==> config.mk <==
export PLATFORM = sky130hd
export DESIGN_NAME = sync_holdoff_timer
export DESIGN_NICKNAME = d
export VERILOG_FILES = /design/src/rtl/holdoff_pkg.sv /design/src/rtl/holdoff_pin_edge.sv /design/src/rtl/holdoff_ctrl.sv /design/src/rtl/holdoff_datapath.sv /design/src/rtl/sync_holdoff_timer.sv
export SDC_FILE = /design/constraint.sdc
export NUM_CORES = 1
export LEC_CHECK = 0
export CAP_MARGIN = 20
export CORE_UTILIZATION = 40
export DETAILED_ROUTE_END_ITERATION = 8
export GPL_TIMING_DRIVEN = 0
export PLACE_DENSITY = 0.65
export SLEW_MARGIN = 0
export SYNTH_ARGS = -nofsm -noshare
export SYNTH_HDL_FRONTEND = slang
export SYNTH_SLANG_ARGS = --single-unit
==> constraint.sdc <==
create_clock -name clk -period 2.8 [get_ports clk]
set_input_delay 0.28 -clock clk [delete_from_list [all_inputs] [get_ports clk]]
set_output_delay 0.28 -clock clk [all_outputs]
set_load 0.02 [all_outputs]
==> src/rtl/holdoff_pkg.sv <==
package holdoff_pkg;
  // Strobes from control to datapath
  typedef struct packed {
    logic load;  // capture the programmed delay
    logic dec;   // step the running count down by one
  } holdoff_ctl_t;
endpackage

==> src/rtl/holdoff_pin_edge.sv <==
module holdoff_pin_edge #(
  parameter int STAGES = 2
) (
  input  logic clk,
  input  logic rstN,
  input  logic pinIn,
  output logic pinRise
);
  logic [STAGES-1:0] chain;
  logic lastLvl;

  for (genvar i = 0; i < STAGES; i++) begin : g_sync
    always_ff @(posedge clk or negedge rstN) begin
      if (!rstN) chain[i] <= 1'b0;
      else if (i == 0) chain[i] <= pinIn;
      else chain[i] <= chain[(i > 0) ? i - 1 : 0];
    end
  end

  always_ff @(posedge clk or negedge rstN) begin
    if (!rstN) lastLvl <= 1'b0;
    else lastLvl <= chain[STAGES-1];
  end

  assign pinRise = chain[STAGES-1] & ~lastLvl;


  single_rise_chk: assert property (@(posedge clk) disable iff (!rstN)
    pinRise |=> !pinRise);
endmodule

==> src/rtl/holdoff_ctrl.sv <==
module holdoff_ctrl
  import holdoff_pkg::*;
#(
  parameter int CNT_W = 16
) (
  input  logic             clk,
  input  logic             rstN,
  input  logic             pinRise,
  input  logic             swSync,
  input  logic             firstOnly,
  input  logic [CNT_W-1:0] holdValue,
  input  logic             busy,
  output holdoff_ctl_t     ctl
);
  logic armedDone;
  logic trigger;
  logic accept;

  assign trigger = pinRise | swSync;
  assign accept  = trigger && (holdValue != '0) && !(firstOnly && armedDone);

  always_ff @(posedge clk or negedge rstN) begin
    if (!rstN) armedDone <= 1'b0;
    else if (!firstOnly) armedDone <= 1'b0;
    else if (accept) armedDone <= 1'b1;
  end

  always_comb begin
    ctl.load = accept;
    ctl.dec  = busy & ~accept;
  end


  first_only_chk: assert property (@(posedge clk) disable iff (!rstN)
    (firstOnly && $past(firstOnly) && $past(ctl.load)) |-> !ctl.load);
endmodule

==> src/rtl/holdoff_datapath.sv <==
module holdoff_datapath
  import holdoff_pkg::*;
#(
  parameter int CNT_W = 16
) (
  input  logic             clk,
  input  logic             rstN,
  input  holdoff_ctl_t     ctl,
  input  logic [CNT_W-1:0] holdValue,
  output logic             updateStrobe,
  output logic             busy
);
  localparam logic [CNT_W-1:0] ONE = CNT_W'(1);

  logic [CNT_W-1:0] count;

  always_ff @(posedge clk or negedge rstN) begin
    if (!rstN) count <= '0;
    else if (ctl.load) count <= holdValue;
    else if (ctl.dec) count <= count - ONE;
  end

  always_ff @(posedge clk or negedge rstN) begin
    if (!rstN) updateStrobe <= 1'b0;
    else updateStrobe <= ctl.dec && (count == ONE);
  end

  assign busy = (count != '0);


  load_value_chk: assert property (@(posedge clk) disable iff (!rstN)
    ctl.load |=> count == $past(holdValue));

  zero_load_chk: assert property (@(posedge clk) disable iff (!rstN)
    ctl.load |=> busy);

  strobe_width_chk: assert property (@(posedge clk) disable iff (!rstN)
    updateStrobe |=> !updateStrobe);

  strobe_idle_chk: assert property (@(posedge clk) disable iff (!rstN)
    updateStrobe |-> (!busy && $past(busy)));

  count_step_chk: assert property (@(posedge clk) disable iff (!rstN)
    (busy && !ctl.load) |=> count == $past(count) - ONE);
endmodule

==> src/rtl/sync_holdoff_timer.sv <==
module sync_holdoff_timer
  import holdoff_pkg::*;
#(
  parameter int CNT_W       = 16,
  parameter int SYNC_STAGES = 2
) (
  input  logic             clk,
  input  logic             rstN,
  input  logic             syncPin,
  input  logic             syncNow,
  input  logic             firstOnly,
  input  logic [CNT_W-1:0] holdCount,
  output logic             updateStrobe,
  output logic             busy
);
  holdoff_ctl_t ctl;
  logic pinRise;

  holdoff_pin_edge #(.STAGES(SYNC_STAGES)) i_edge (
    .clk(clk), .rstN(rstN), .pinIn(syncPin), .pinRise(pinRise)
  );

  holdoff_ctrl #(.CNT_W(CNT_W)) i_ctrl (
    .clk(clk), .rstN(rstN), .pinRise(pinRise), .swSync(syncNow),
    .firstOnly(firstOnly), .holdValue(holdCount), .busy(busy), .ctl(ctl)
  );

  holdoff_datapath #(.CNT_W(CNT_W)) i_dp (
    .clk(clk), .rstN(rstN), .ctl(ctl), .holdValue(holdCount),
    .updateStrobe(updateStrobe), .busy(busy)
  );
endmodule

==> impl_metrics.py <==
metrics = {
    "status": {
        "status": "completed",
    },
    "critical_path": {
        "critPathCaptureType": "primary output",
        "cp_top_family": "simple AND/OR/NAND/NOR gates",
        "cp.buffers_inverters": 1,
        "path_cells": "or3_1 > or4_4 > or2_4 > dlygate4sd2_1",
        "worst_path_largest_cell_delay_ps": 570,
        "worstSetupPathType": "flop to primary output",
        "worstPathMaxFanout": 4,
        "cp-start-kind": "flop",
        "cpMaxStageDelayCell": "or4_4",
        "cp.arrival_ps": 2310,
        "required_ps": 2520,
    },
    "route": {
        "drt_iter0_markers": 23,
        "vias_per_cell": 5.30,
        "avgRoutedWirePerCell_um": 13.7,
        "num_vias": 912,
        "ant_nets": 0,
        "drcViolationCount": 0,
        "first_pass_iters": 4,
        "wirelength_um": 2360,
    },
    "power_and_ir_drop": {
        "swShare_pct": 31.1,
        "p_sw_mw": 0.223,
        "power.share.sequential_pct": 54.4,
        "p_comb_share_pct": 25.5,
        "ir_worst_vdd_mv": 0.360,
        "p_int_mw": 0.493,
        "p_clk_share_pct": 20.2,
        "leakagePower_nw": 0.546,
        "powerDensity_nw_per_um2": 514,
        "p_total_mw": 0.716,
    },
    "timing": {
        "hold_violations": 0,
        "slew_headroom_pct": 53.4,
        "worst_slack_ps": 208,
        "slew_viol_final": 0,
        "finClkSkew_ps": 3.58,
        "min_period_over_period_pct": 92.6,
        "fin_crit_ps": 2590,
        "hold_ws_ps": 143,
        "setup_tns_ps": 0,
        "rsz0062_at_grt": "no",
        "finalSetupViolCount": 0,
        "max_freq_mhz": 386,
        "worst_slew_pin_slew_ps": 698,
    },
    "grt": {
        "grt_pass1_wl_um": 4020,
        "top_usage_layer": "met2",
        "track_usage_pct": 19.6,
        "grt_overflow": 0,
        "antenna_found_initial": 0,
        "grtUsageMet2_pct": 32.1,
        "grt_max_degree": 22,
        "globalRouteMet3Util_pct": 2.50,
        "grt_pass1_vias": 893,
        "grt_util_met1_pct": 25.7,
    },
    "synth": {
        "ys_seq_area_share_pct": 48.2,
        "ys_seq_elements": 21,
        "synth.distinct_cells": 28,
        "synthArstFlopShare_pct": 100,
        "synth.top_cells.by_area": "dfrtp_1 (48%), xnor2_1 (8.8%), o21ai_0 (6.9%)",
        "yosysWarnings": 0,
        "synth_edf_count": 0,
        "yosysTopAreaCell": "dfrtp_1",
        "syn_inst": 115,
        "avgSynthCellArea_um2": 9.49,
        "synthFlopType": "dfrtp_1",
        "syn-num-nets": 138,
        "syn_area_um2": 1090,
        "synth_top_area_share_pct": 48.2,
    },
    "finish": {
        "area_growth_pct": 27.8,
        "nNetsFinal": 166,
        "num_antenna_cells": 0,
        "final-instance-count-excl-fill": 172,
        "drive_gt1_share_pct": 8.45,
    },
    "place": {
        "dp.cells": 167,
        "gp_congestion": 0.791,
        "dp_hpwl_um": 1810,
        "placement.io_buffers": 22,
        "dp_slack_ps": 318,
    },
    "cts": {
        "insertion_delay_ps": 300,
        "cts_hold_buf": 0,
        "clock_sinks": 21,
        "clk_pin_slew_worst_paths_ps": 110,
        "clk_path_buf_depth": 2,
        "cts_htree_levels": 1,
        "root_buffer": "clkbuf_4",
        "cts-resized-gates": 2,
        "post_cts_buffers": 0,
        "cts_tree": "yes",
        "numCtsBuffers": 3,
    },
    "min_path": {
        "min-delay-path-class": "primary input to asynchronous set/reset pin",
    },
    "run": {
        "drv_cap": 0,
    },
    "floorplanning": {
        "initial_core_util_pct": 43.3,
        "die_h_um": 54.2,
        "die_area_um2": 2940,
        "rows": 18,
        "io_pins": 23,
        "die_w_um": 54.2,
        "core_um2": 2520,
    },
}
[power groups by stage]
stage          sequential, mW  clock, mW  combinational [mW]
6_report                0.389      0.144               0.182
4_1_cts                 0.389      0.150               0.181
3_5_place_dp            0.394          0               0.177
5_1_grt                 0.396      0.168               0.208
3_3_place_gp            0.393          0               0.172
2_1_floorplan           0.385          0               0.115
[cells in the mapped netlist, drive strengths merged, types with 2 or more instances]
cell	instances
dfrtp	21
nand2	17
o21ai	15
xnor2	11
nor3	10
nor2	7
nor4	4
xor2	4
inv	3
a21oi	2
ha	2
nand4	2
or3	2
or4	2
[layout by cell type, fill, tap and decap left out, types with 2 or more instances in the layout]
master	Yosys	routed
xor2_1	4	4
or3_1	2	2
clkbuf_4	0	3
nor3_1	10	10
a21oi_1	2	2
clkdlybuf4s50_1	0	21
o21ai_0	15	15
ha_1	2	2
inv_1	3	3
nand4_1	2	2
xnor2_1	11	11
nand2_1	17	17
nor2_1	7	7
dfrtp_1	21	21
nor4_1	4	4
[layout make-up]
cell class | instances | area, µm²
buffer | 2 | 8.76
clock buffer | 3 | 22.5
clock inverter | 1 | 5.00
fill | 244 | 1130
inverter | 3 | 11.3
multi-input combinational | 89 | 549
sequential | 21 | 526
tap | 30 | 37.5
timing repair buffer | 23 | 234
[per-layer routing]
metal,vias to the layer above,wire length [µm]
met5,-,0
met4,0,14
met3,2,120
met2,19,1140
met1,433,1080
li1,458,-
[cells by family (layout without fill, tap and decap cells)]
| kind of cell | after synthesis | in the layout | synth area share, % |
|---|---|---|---|
| AOI/OAI and AO/OA | 20 | 20 | 10.7 |
| xor gates and xnor gates | 15 | 15 | 12.0 |
| adders and majority gates | 2 | 2 | 2.29 |
| buffers and inverters | 5 | 32 | 1.83 |
| DFF | 21 | 21 | 48.2 |
| muxes | 1 | 1 | 1.03 |
| and+or+nand+nor | 51 | 51 | 24.0 |
[path summary, 6_finish.rpt]
check                                   to  depth (start not counted)  slack [ps]             from
hold / removal               i_dp.count[8]                          1         140             rstN
setup reg to reg            i_dp.count[12]                          7         680    i_dp.count[0]
max in group asynchronous    i_dp.count[4]                          2        2310             rstN
setup / recovery                      busy                          4         210   i_dp.count[10]
min in group clk           i_edge.chain[1]                          0         360  i_edge.chain[0]
hold reg to reg            i_edge.chain[1]                          0         360  i_edge.chain[0]
[flip-flops by register name, summed over array words and instances (netlist names)]
signal             count
i_ctrl.armedDone       1
i_edge.chain           2
i_dp.updateStrobe      1
i_dp.count            16
i_edge.lastLvl         1
[stage by stage]
step / cell area [µm²] / util [%]
6_report: 1390 / 55.3
4_1_cts: 1380 / 54.7
3_5_place_dp: 1350 / 53.5
5_1_grt: 1390 / 55.3
2_1_floorplan: 1090 / -
3_3_place_gp: 1350 / 53.5
(Power assumes the default switching activity.)
